**src/rtl/ostm_pkg.sv**
```systemverilog
package ostm_pkg;
  localparam int DW    = 32;
  localparam int AW    = 8;
  localparam int NCH   = 4;
  localparam int IEN_W = 12;

  localparam logic [AW-1:0] OFS_CNT  = 8'h10;
  localparam logic [AW-1:0] OFS_STAT = 8'h14;
  localparam logic [AW-1:0] OFS_WDOG = 8'h18;
  localparam logic [AW-1:0] OFS_IEN  = 8'h1C;

  typedef struct packed {
    logic          cnt;
    logic          stat;
    logic          wdog;
    logic          ien;
    logic [NCH-1:0] cmp;
  } wr_sel_t;

  function automatic logic [DW-1:0] count_next(input logic [DW-1:0] cur,
                                               input logic load,
                                               input logic [DW-1:0] ld_val,
                                               input logic tick);
    if (load)      return ld_val;
    else if (tick) return cur + 1'b1;
    else           return cur;
  endfunction

  function automatic logic sticky_next(input logic cur, input logic clr,
                                       input logic set);
    return (cur & ~clr) | set;
  endfunction
endpackage

```
**src/rtl/ostm_counter.sv**
```systemverilog
module ostm_counter
  import ostm_pkg::*;
#(
  parameter int W = DW
) (
  input  logic         clk,
  input  logic         rst_n,
  input  logic         tick,
  input  logic         load,
  input  logic [W-1:0] ld_val,
  output logic [W-1:0] cnt_q,
  output logic [W-1:0] cnt_nxt,
  output logic         cnt_upd
);
  assign cnt_upd = load | tick;

  always_comb begin
    if (load)      cnt_nxt = ld_val;
    else if (tick) cnt_nxt = cnt_q + 1'b1;
    else           cnt_nxt = cnt_q;
  end

  always_ff @(posedge clk or negedge rst_n) begin
    if (!rst_n) cnt_q <= '0;
    else        cnt_q <= cnt_nxt;
  end
endmodule

```
**src/rtl/ostm_chan.sv**
```systemverilog
module ostm_chan
  import ostm_pkg::*;
#(
  parameter int W = DW
) (
  input  logic         clk,
  input  logic         rst_n,
  input  logic         cmp_we,
  input  logic [W-1:0] wdata,
  input  logic [W-1:0] cnt_nxt,
  input  logic         cnt_upd,
  input  logic         enable,
  input  logic         clr,
  output logic [W-1:0] cmp_q,
  output logic         hit,
  output logic         status_q
);
  logic set_evt;

  assign hit     = cnt_upd && (cnt_nxt == cmp_q);
  assign set_evt = hit & enable;

  always_ff @(posedge clk or negedge rst_n) begin
    if (!rst_n) begin
      cmp_q    <= '0;
      status_q <= 1'b0;
    end else begin
      if (cmp_we) cmp_q <= wdata;
      status_q <= sticky_next(status_q, clr, set_evt);
    end
  end
endmodule

```
**src/rtl/ostm_wdog.sv**
```systemverilog
module ostm_wdog
  import ostm_pkg::*;
#(
  parameter int W = DW
) (
  input  logic         clk,
  input  logic         rst_n,
  input  logic         we,
  input  logic [W-1:0] wdata,
  input  logic         ch3_hit,
  output logic [W-1:0] arm_q,
  output logic         req_q
);
  logic fire;

  assign fire = ch3_hit & arm_q[0];

  always_ff @(posedge clk or negedge rst_n) begin
    if (!rst_n) begin
      arm_q <= '0;
      req_q <= 1'b0;
    end else begin
      req_q <= fire;
      if (fire)    arm_q <= '0;
      else if (we) arm_q <= wdata;
    end
  end
endmodule

```
**src/rtl/ostm_busdec.sv**
```systemverilog
module ostm_busdec
  import ostm_pkg::*;
(
  input  logic                    wr,
  input  logic [AW-1:0]           addr,
  input  logic [DW-1:0]           cnt_q,
  input  logic [NCH-1:0][DW-1:0]  cmp_q,
  input  logic [NCH-1:0]          status_q,
  input  logic [DW-1:0]           wdog_q,
  input  logic [IEN_W-1:0]        ien_q,
  output wr_sel_t                 wsel,
  output logic [DW-1:0]           rdata
);
  localparam int IDX_W = AW - 2;

  logic [IDX_W-1:0] widx;
  logic             aligned;
  logic             in_cmp;

  assign widx    = addr[AW-1:2];
  assign aligned = (addr[1:0] == 2'b00);
  assign in_cmp  = aligned && (widx < IDX_W'(NCH));

  always_comb begin
    wsel      = '0;
    wsel.cnt  = wr && (addr == OFS_CNT);
    wsel.stat = wr && (addr == OFS_STAT);
    wsel.wdog = wr && (addr == OFS_WDOG);
    wsel.ien  = wr && (addr == OFS_IEN);
    for (int n = 0; n < NCH; n++)
      wsel.cmp[n] = wr && in_cmp && (widx == IDX_W'(n));
  end

  always_comb begin
    rdata = '0;
    if (in_cmp) begin
      for (int n = 0; n < NCH; n++)
        if (widx == IDX_W'(n)) rdata = cmp_q[n];
    end else begin
      case (addr)
        OFS_CNT:  rdata = cnt_q;
        OFS_STAT: rdata = DW'(status_q);
        OFS_WDOG: rdata = wdog_q;
        OFS_IEN:  rdata = DW'(ien_q);
        default:  rdata = '0;
      endcase
    end
  end
endmodule

```
**src/rtl/ostm_timer.sv**
```systemverilog
module ostm_timer
  import ostm_pkg::*;
(
  input  logic          clk,
  input  logic          rst_n,
  input  logic          tick_en,
  input  logic [7:0]    bus_addr,
  input  logic          bus_wr,
  input  logic [31:0]   bus_wdata,
  output logic [31:0]   bus_rdata,
  output logic [3:0]    irq,
  output logic          wdt_reset_req
);
  localparam int WDOG_CH = 3;

  wr_sel_t               wsel;
  logic [DW-1:0]         cnt_q;
  logic [DW-1:0]         cnt_nxt;
  logic                  cnt_upd;
  logic                  cnt_load;
  logic [NCH-1:0][DW-1:0] cmp_q;
  logic [NCH-1:0]        hit_vec;
  logic [NCH-1:0]        status_q;
  logic [NCH-1:0]        clr_vec;
  logic [IEN_W-1:0]      ien_q;
  logic [DW-1:0]         wdog_q;

  assign cnt_load = wsel.cnt;
  assign clr_vec  = wsel.stat ? bus_wdata[NCH-1:0] : '0;

  ostm_busdec u_dec (
    .wr       (bus_wr),
    .addr     (bus_addr),
    .cnt_q    (cnt_q),
    .cmp_q    (cmp_q),
    .status_q (status_q),
    .wdog_q   (wdog_q),
    .ien_q    (ien_q),
    .wsel     (wsel),
    .rdata    (bus_rdata)
  );

  ostm_counter #(.W(DW)) u_cnt (
    .clk     (clk),
    .rst_n   (rst_n),
    .tick    (tick_en),
    .load    (cnt_load),
    .ld_val  (bus_wdata),
    .cnt_q   (cnt_q),
    .cnt_nxt (cnt_nxt),
    .cnt_upd (cnt_upd)
  );

  for (genvar n = 0; n < NCH; n++) begin : g_ch
    ostm_chan #(.W(DW)) u_ch (
      .clk      (clk),
      .rst_n    (rst_n),
      .cmp_we   (wsel.cmp[n]),
      .wdata    (bus_wdata),
      .cnt_nxt  (cnt_nxt),
      .cnt_upd  (cnt_upd),
      .enable   (ien_q[n]),
      .clr      (clr_vec[n]),
      .cmp_q    (cmp_q[n]),
      .hit      (hit_vec[n]),
      .status_q (status_q[n])
    );
  end

  always_ff @(posedge clk or negedge rst_n) begin
    if (!rst_n)        ien_q <= '0;
    else if (wsel.ien) ien_q <= bus_wdata[IEN_W-1:0];
  end

  ostm_wdog #(.W(DW)) u_wdog (
    .clk     (clk),
    .rst_n   (rst_n),
    .we      (wsel.wdog),
    .wdata   (bus_wdata),
    .ch3_hit (hit_vec[WDOG_CH]),
    .arm_q   (wdog_q),
    .req_q   (wdt_reset_req)
  );

  assign irq = status_q;
endmodule

```
**config.mk**
```make
export PLATFORM = sky130hd
export DESIGN_NAME = ostm_timer
export DESIGN_NICKNAME = d
export VERILOG_FILES = /design/src/rtl/ostm_pkg.sv /design/src/rtl/ostm_counter.sv /design/src/rtl/ostm_chan.sv /design/src/rtl/ostm_wdog.sv /design/src/rtl/ostm_busdec.sv /design/src/rtl/ostm_timer.sv
export SDC_FILE = /design/constraint.sdc
export NUM_CORES = 1
export LEC_CHECK = 0
export BUFFER_PORTS_ARGS = -buffer_cell sky130_fd_sc_hd__buf_2
export CORE_ASPECT_RATIO = 1.5
export CORE_MARGIN = 2
export CORE_UTILIZATION = 44
export CTS_BUF_LIST = sky130_fd_sc_hd__clkbuf_2
export DETAILED_ROUTE_END_ITERATION = 8
export PLACE_DENSITY = 0.73
export SYNTH_ARGS = -nofsm -noshare
export SYNTH_HDL_FRONTEND = slang
export SYNTH_SLANG_ARGS = --single-unit
```
**constraint.sdc**
```tcl
create_clock -name clk -period 3.2 [get_ports clk]
set_input_delay 0.48 -clock clk [delete_from_list [all_inputs] [get_ports clk]]
set_output_delay 0.48 -clock clk [all_outputs]
set_load 0.005 [all_outputs]
```
# Word level (Yosys, flattened, before mapping)
# Cells that the tools add are included.
# totals
n_memories	0
latchBits	0
mem_bits_ro	0
word_cells	71
ff_bits	209
ram_bits	0
# op_classes
div_mod_pow	0
mux	11
order_cmp	1
n_reduce_logical	17
n_eq_ne	11
shifts	0
multipliers	0
addsub	1
bitwise	18
# ops
operator	count
32-bit 2-to-1 mux	9
32-bit == test	4
32-bit case mux with 4 select lines	1
32-bit by 1-bit adder with 32-bit output (second input constant)	1
8-bit by 5-bit == test with 1-bit output (second input constant)	4
1-bit logical AND	14
6-bit by 2-bit == test with 1-bit output (second input constant)	2
1-bit bitwise AND	9
6-bit by 1-bit == test with 1-bit output (second input constant)	1
6-bit logical NOT	1
6-bit by 3-bit < comparator with 1-bit output (second input constant)	1
1-bit bitwise OR	5
4-bit 2-to-1 mux	1
1-bit inverter	4
2-bit logical NOT	1
2-bit nonzero test	1

# Logic depth before layout (Yosys ltp)
# Gate-level depths: netlist of the first run.
# depth
word_depth	7
ltp_mapped	14
ltp_nobuf	9

# Hierarchy
# Synthesis of the first run repeated with hierarchy kept, for this count alone.
# hier_totals
cells_unflattened	999
area_unflattened_um2	11843.9
# by_module_without_submodules
mod	area_each_um2	cells_each	instances	seq_area_each_um2
ostm_chan	1597.8	127	4	825.8
ostm_counter	1875.5	211	1	800.8
ostm_busdec	1674.1	145	1	0.0
ostm_wdog	1393.8	106	1	825.8
ostm_timer	509.2	29	1	300.3

# Worst setup path after synthesis of the first run
# OpenSTA, ideal clock, no wires.
# synth_path
kind	input to register
startpoint	in bus_addr[3]
endpoint	reg u_wdog.arm_q[10]
arrival_ns	3.287
path_slack_ns	-0.211
n_path_buf	5
required_time_ns	3.076
setup_time_ns	0.124
stages	12
path_cell_list	buf_2 or4b_1 buf_2 nor3_4 buf_2 buf_6 nor2_1 a2111oi_0 nand4b_1 nor4_4 buf_4 a21oi_1
# synth_via
elab_chain_len	7
# synth_lines
item	line_no	text
start, declared	ostm_timer.sv:7	input logic [7:0] bus_addr,
8-bit by 5-bit == test with 1-bit output	ostm_busdec.sv:26	wsel.cnt = wr && (addr == OFS_CNT);
1-bit logical AND	ostm_busdec.sv:26	
32-bit 2-to-1 mux	ostm_counter.sv:18	if (load) cnt_nxt = ld_val;
32-bit == test	ostm_chan.sv:20	assign hit = cnt_upd && (cnt_nxt == cmp_q);
1-bit logical AND	ostm_chan.sv:20	
1-bit bitwise AND	ostm_wdog.sv:16	assign fire = ch3_hit & arm_q[0];
32-bit 2-to-1 mux / 2-bit nonzero test (equally long branches)	--	
end signal, assigned	ostm_wdog.sv:25	else if (we) arm_q <= wdata;
end, declared	ostm_wdog.sv:11	output logic [W-1:0] arm_q,
# Several ways; a longest one is shown, not always the timed one.
# A chain may end at the register's enable or synchronous reset.

# Final worst setup path of the first run
# layout_path
startpoint	reg g_ch[3].u_ch.cmp_q[18]
endpoint	reg u_wdog.arm_q[27]
# layout_via
elab_chain_len	4
# layout_lines
item	line_no	text
start, declared	ostm_chan.sv:14	output logic [W-1:0] cmp_q,
start signal, assigned	ostm_chan.sv:28	if (cmp_we) cmp_q <= wdata;
32-bit == test (*)	ostm_chan.sv:20	
1-bit logical AND (*)	ostm_chan.sv:20	
1-bit bitwise AND (*)	ostm_wdog.sv:16	
32-bit 2-to-1 mux / 2-bit nonzero test (equally long branches)	--	
# Mark *: on every way between the ends. The rest lies on a longest branch, timed or not.

==> results of run 1 <==
power by group through the flow:
stage	registers (W)	clock network [W]	logic, W
after CTS	0.00301	0.00205	0.00236
final	0.00302	0.00201	0.00246
after global placement	0.00305	0	0.00226
after global routing	0.00304	0.00220	0.00256
after detailed placement	0.00306	0	0.00227
after floorplan	0.00299	0	0.00115
placed cells by master (no fill, tap or decap), types with 18 or more instances in the layout:
master	instances
inv_1	79
nor4_1	30
a222oi_1	23
buf_2	79
nand4_1	35
mux2i_1	53
buf_4	291
dlygate4sd3_1	32
mux2_2	111
a21oi_1	49
nor2_1	60
clkbuf_2	77
xnor2_1	79
nand3_1	19
o21ai_0	59
mux4_2	34
nor3_1	18
nand2_1	74
dfrtp_1	207
xor2_1	44
worst max-delay path, cell delays in order (launching register included):
cell	delay (ns)
dfrtp_1	0.43
xnor2_2	0.45
nand4_1	0.30
nor4_1	0.52
buf_4	0.20
a41oi_1	0.08
nor4_1	0.31
nand4_1	0.20
nor4_4	0.32
buf_6	0.20
buf_12	0.16
buf_12	0.11
a21oi_2	0.04
sequential cells by signal, indices dropped and copies added (netlist names):
register	count
u_wdog.arm_q	32
g_ch.u_ch.cmp_q	128
g_ch.u_ch.status_q	4
ien_q	12
u_wdog.req_q	1
u_cnt.cnt_q	32
metrics by stage:
stage / util, % / setup slack, ns / TNS, ns / cell area (µm²)
3_5_place_dp: 54.2 / -0.592 / -18.56 / 16900
3_3_place_gp: 54.2 / -0.589 / -18.80 / 16900
4_1_cts: 58.1 / -0.148 / -2.53 / 18100
6_report: 59.2 / -0.237 / -5.65 / 18400
2_1_floorplan: - / 0.00361 / 0 / 14000
5_1_grt: 59.2 / -0.262 / -7.16 / 18400
repair_timing:
| item | CTS | global route |
|---|---|---|
| gates resized for setup | 65 | 47 |
| buffers inserted | 5 | 7 |
| hold buffers | 32 | 0 |
| gates cloned | 3 | 2 |
| pin swaps | 21 | 35 |
| hold endpoints to repair | 321 | 0 |
| endpoints found under the setup margin | 42 | 39 |
layer usage:
layer,GRT usage (%),up-vias
li1,-,5989
met4,32.9,2
met5,0,-
met1,45.6,7024
met2,69.2,790
met3,7.29,310
path summary, 6_finish.rpt:
kind                                        start                     end  cells after the start
setup / recovery           g_ch[3].u_ch.cmp_q[18]        u_wdog.arm_q[27]                     12
hold / removal                              rst_n   g_ch[2].u_ch.status_q                      2
setup reg to reg           g_ch[3].u_ch.cmp_q[18]        u_wdog.arm_q[27]                     12
hold reg to reg                          ien_q[6]                ien_q[6]                      2
max in group asynchronous                   rst_n  g_ch[1].u_ch.cmp_q[19]                      3
min in group clk                    bus_wdata[19]  g_ch[1].u_ch.cmp_q[19]                      4
cell families (layout without fill, tap and decap cells):
kind of cell / after synthesis / in the layout / synth area share [%]
flip-flops: 209 / 209 / 37.4
AND/OR/NAND/NOR: 353 / 353 / 13.9
XOR/XNOR: 137 / 137 / 9.48
multiplexers: 199 / 199 / 18.3
other: 0 / 2 / 0
adder cells (fa/ha/maj): 2 / 2 / 0.161
buffers and inverters: 207 / 614 / 6.07
AO/OA/AOI/OAI: 296 / 296 / 14.7
layout make-up:
type | count | share of cell area (%)
flip-flops and latches | 209 | 28.4
clock buffers | 77 | 2.09
repair buffers | 434 | 18.8
clock inverters | 23 | 0.726
inverters | 80 | 1.63
multi-input cells | 987 | 45.6
well taps | 405 | 2.75
diodes | 2 | 0.0271
==> results.md, run 1 <==
- Post-Route WL: 68,900 µm
- Req. time, crit path: 4.02 ns
- Worst Tran Pin Value: 0.930 ns
- Leak pwr: 8.74 nW
- EDFF count, synth: 0
- Ys Warns: 0
- Leading cell types by count after synthesis: dfrtp_1, mux2_2, clkbuf_1
- Sink Count: 209
- H-tree depth: 2
- PwrDens: 407 nW/µm²
- Vias per Instance: 6.37
- Async set or reset register ratio after synthesis: 100%
- Initial core utilization: 44.9%
- Internal power: 0.00467 W
- Reg area: 5230 µm²
- Register clock-pin slew on the reported worst setup and hold paths: 0.13 ns
- Area occupied by multi-input gates: 8410 µm²
- Status: finished with violations
- First-pass GRT wire length: 98,200 µm
- WL/cell: 31.1 µm
- Switching part of the total power: 37.7%
- Final setup viols: 35
- Die W: 150 µm
- Placed instance count: 2,067
- Mapped Nets: 1,448
- Combinational Power Share: 32.8%
- Routed wire length on met2: 33,100 µm
- Final GP Congestion: 1.12
- Port Buf Inserts: 80
- Pin count of the biggest net entering global routing: 74
- Synthesized flop and latch total: 209
- Gr ovfl total: 0
- Post-Synthesis Cells: 1,403
- RSZ-0062 raised after global routing: yes
- Max frequency: 291 MHz
- FP Rows: 79
- Setup ws final: -0.237 ns
- Core Area: 31,100 µm²
- Cell Area, Synth: 14,000 µm²
- Synth top area cells: dfrtp_1, mux2_2, mux4_2
- Fin. Hold Viols: 0
- Syn_area_per_cell: 9.96 µm²
- Area grow syn2layout: 31.9%
- Drt initial violations: 1,253
- Vias in the first global route: 14.3k
- Sequential power share: 40.3%
- Routed met1 length: 23,500 µm
- Die ar.: 33,200 µm²
- Slew HR: 38.0%
- Fillers: 2,675
- Die height: 222 µm
- CTS buffer count: 54
- Peak supply drop: 0.513 mV
- Leading area contributor after synthesis: dfrtp_1
- Slew Viols, Final: 0
- Startpoint Class: flop
- Fin crit share: 107%
- Fin nets: 1,811
- Hold Path Class: in2async
- Area share of the largest cell type after synthesis: 37.4%
- Final Hold Slack: 0.0695 ns
- GRT Total Usage: 41.3%
- CTS root buf: clkbuf_2
- Detail Route Antenna Nets: 0
- Longest Clk Path Bufs: 3
- Net Switching: 0.00283 W
- Final Critical Period: 3.44 ns
- Largest fanout on the critical path: 6
- Drt pass-1 iters: 7
- Clock Skew: 0.0795 ns
- Register-to-register setup slack: -0.24 ns
- DRC Markers: 0
- MaxCap Viol Count: 0
- Fin cells: 2,217
- Top-count cell post-synth: dfrtp_1
- WL met3: 5110 µm
- Crit path capture type: flop
- Final total power: 0.00750 W
- CP Class: reg2reg
- Post-synth top flop: dfrtp_1
- Initial antenna violation count: 4
- Post-synthesis cell type count: 83
- Post-synthesis sequential area ratio: 37.4%
- Clock share of power: 26.8%
- Clock Latency Late Sink: 0.99 ns
- Crit path DAT: 4.26 ns
- Ports: 81
- Top sig layer: met5
- CTS tree: done
- Share of cells above drive strength 1: 40.4%
- DR vias: 14.1k
- Failing checks: setup timing
- Dpl hpwl: 52,200 µm
(Power assumes the default switching activity.)
==> run 2: changes to the inputs <==
--- a/config.mk
+++ b/config.mk
@@ -12,6 +12,7 @@
 export CTS_BUF_LIST = sky130_fd_sc_hd__clkbuf_2
 export DETAILED_ROUTE_END_ITERATION = 8
 export PLACE_DENSITY = 0.73
+export SKIP_CTS_REPAIR_TIMING = 1
 export SYNTH_ARGS = -nofsm -noshare
 export SYNTH_HDL_FRONTEND = slang
 export SYNTH_SLANG_ARGS = --single-unit
==> run 2 against run 1 <==
  * The run still ends with setup timing left
  * Count of clock-buffer cells in the layout is the same
  * Setup slack lost 0.065 ns
  * Critical path type unchanged
  * Design area shrank 0.87%
==> results.md, run 2 (synthesis gave the netlist of run 1 again) <==
- Status: finished with violations
- Failing checks: setup timing
- Detail Route Antenna Nets: 0 (unchanged)
- Final Critical Period: 3.50 ns (+0.0648 ns)
- R2R Path End: u_wdog.arm_q[29]
- PwrDens: 411 nW/µm² (+1.1%)
- Initial antenna violation count: 3 (-1)
- Max FFs per register: 128 (unchanged)
- Setup crit start: g_ch[3].u_ch.cmp_q[18]
- CP Class: reg2reg
- Sink Count: 209 (unchanged)
- Slew Viols, Final: 0 (unchanged)
- First-pass GRT wire length: 96,000 µm (-2.2%)
- Port Buf Inserts: 80 (unchanged)
- FP Rows: 79 (unchanged)
- Area occupied by multi-input gates: 8410 µm² (unchanged)
- Peak supply drop: 0.528 mV (+2.8%)
- Die height: 222 µm (unchanged)
- CTS tree: done
- Max frequency: 286 MHz (-1.9%)
- Setup ws final: -0.302 ns (-0.0648 ns)
- H-tree depth: 2 (unchanged)
- Startpoint Class: flop
- Pin count of the biggest net entering global routing: 74 (unchanged)
- Regs by FF count: g_ch.u_ch.cmp_q x128, u_cnt.cnt_q x32, u_wdog.arm_q x32
- Final setup viols: 37 (+5.7%)
- RSZ-0062 raised after global routing: yes
- Vias per Instance: 6.37 (about the same)
- Worst Tran Pin Value: 0.926 ns (-0.00410 ns)
- GRT Total Usage: 40.5% (-0.86 points)
- Reg with most FFs: g_ch.u_ch.cmp_q
- Req. time, crit path: 4.01 ns (about the same)
- Clock Skew: 0.0525 ns (-0.0270 ns)
- Register clock-pin slew on the reported worst setup and hold paths: 0.11 ns (-0.02 ns)
- Most common cell after layout, fill and taps aside: buf_4
- Worst r2r path cells: 12 (unchanged)
- Hold Path Class: in2reg
- CTS root buf: clkbuf_2
- Leak pwr: 8.68 nW (-0.78%)
- CTS buffer count: 54 (unchanged)
- Die ar.: 33,200 µm² (unchanged)
- Final Hold Slack: 0.00702 ns (-0.0625 ns)
- Setup crit end: u_wdog.arm_q[29]
- MaxCap Viol Count: 0 (unchanged)
- WL/cell: 31.0 µm (-0.28%)
- Crit path max-delay cell type: nor4_1
- Slew HR: 38.3% (+0.27 points)
- Drt initial violations: 1,280 (+2.2%)
- Vias in the first global route: 14.0k (-1.9%)
- Ports: 81 (unchanged)
- Dpl hpwl: 52,200 µm (unchanged)
- Initial core utilization: 44.9% (unchanged)
- Crit path DAT: 4.31 ns (+0.05 ns)
- Drt pass-1 iters: 6 (-1)
- Fin nets: 1,801 (-0.55%)
- Crit path capture type: flop
- Largest fanout on the critical path: 6 (unchanged)
- Crit-path cells: xnor2_2, nand4_1, nor4_1, buf_4, a41oi_1, nor4_1, nand4_1, nor4_4, buf_6, buf_12, buf_12, a21oi_2
- CP Buf/Inv Count: 4 (unchanged)
- Placed instance count: 2,067 (unchanged)
- Stages on the worst setup path: 12 (unchanged)
- FF-to-FF Start: g_ch[3].u_ch.cmp_q[18]
- Fin. Hold Viols: 0 (unchanged)
- Gr ovfl total: 0 (unchanged)
- Place WS: -0.592 ns (unchanged)
- Delay-heaviest family, CP: simple AND/OR/NAND/NOR gates
- Highest-count cells in the layout ignoring fill and taps: buf_4, dfrtp_1, mux2_2
- Fillers: 2,694 (+0.71%)
- DRC Markers: 0 (unchanged)
- Fin crit share: 109% (+2.0 points)
- Clock Latency Late Sink: 0.95 ns (-0.04 ns)
- Slowest cell delay on critical path: 0.59 ns (+0.07 ns)
- Die W: 150 µm (unchanged)
- Area grow syn2layout: 30.8%
- Longest Clk Path Bufs: 3 (unchanged)
- Fin util: 58.7% (-0.51 points)
- Post-Route WL: 68,400 µm (-0.77%)
- Reg area: 5230 µm² (unchanged)
- DR vias: 14.1k (-0.45%)
- Setup_tns: -7.73 ns (-2.08 ns)
- Final GP Congestion: 1.12 (unchanged)
- Register-to-register setup slack: -0.30 ns (-0.06 ns)
- Fin cells: 2,206 (-0.50%)
- Share of cells above drive strength 1: 40.2% (-0.22 points)
- Core Area: 31,100 µm² (unchanged)
-- run 2: changes by cell type in the layout (fill, tap and decap cells not counted), moves of 2 or more --
cell | previous run | this run
dlygate4sd3_1 | 32 | 26
buf_6 | 10 | 6
a2111oi_1 | 2 | 0
buf_16 | 2 | 0
buf_4 | 291 | 293
nand3_1 | 19 | 21
nand3_2 | 5 | 3
or4_1 | 14 | 16
or4_4 | 5 | 3
-- run 2: final cells by class --
cell class / count / area share, %
multi-input combinational: 987 / 46.0
sequential: 209 / 28.6
timing repair buffer: 424 / 18.1
tap: 405 / 2.77
clock buffer: 77 / 2.11
inverter: 80 / 1.64
clock inverter: 23 / 0.732
antenna: 1 / 0.0137
-- run 2: worst min-delay path by stage --
stage / startpoint / end / depth (start not counted) / slack [ns]
6_report: bus_wdata[25] / g_ch[0].u_ch.cmp_q[25] / 4 / 0.007
2_1_floorplan: rst_n / g_ch[0].u_ch.cmp_q[0] / 0 / 0.18
4_1_cts: rst_n / g_ch[2].u_ch.status_q / 1 / -0.55
5_1_grt: bus_wdata[31] / g_ch[2].u_ch.cmp_q[31] / 3 / -0.006
3_5_place_dp: rst_n / g_ch[3].u_ch.cmp_q[5] / 1 / 0.48
3_3_place_gp: ien_q[7] / ien_q[7] / 2 / 0.47
-- run 2: report_power, final --
group          internal [W]  total, W  switching, W
Combinational       0.00111   0.00248       0.00138
Sequential          0.00281   0.00302      0.000210
Clock              0.000751   0.00201       0.00126
-- run 2: stage by stage --
stage          instance area [µm²]  power (W)
2_1_floorplan                14000    0.00414
3_3_place_gp                 16900    0.00531
3_5_place_dp                 16900    0.00533
4_1_cts                      17400    0.00734
5_1_grt                      18300    0.00780
6_report                     18300    0.00752
-- run 2: tightest hold or removal path: stages --
cell and delay [ns]:
buf_2 0.12, buf_4 0.18, nand2_1 0.06, o21ai_0 0.06
-- run 2: routing by layer --
metal / global-route usage (%) / part of all wire (%) / vias to the layer above
met1: 45.1 / 34 / 6960
li1: - / - / 5962
met4: 32.0 / 10 / 4
met3: 6.92 / 7.5 / 306
met2: 67.5 / 48 / 819
met5: 0 / 0.041 / -
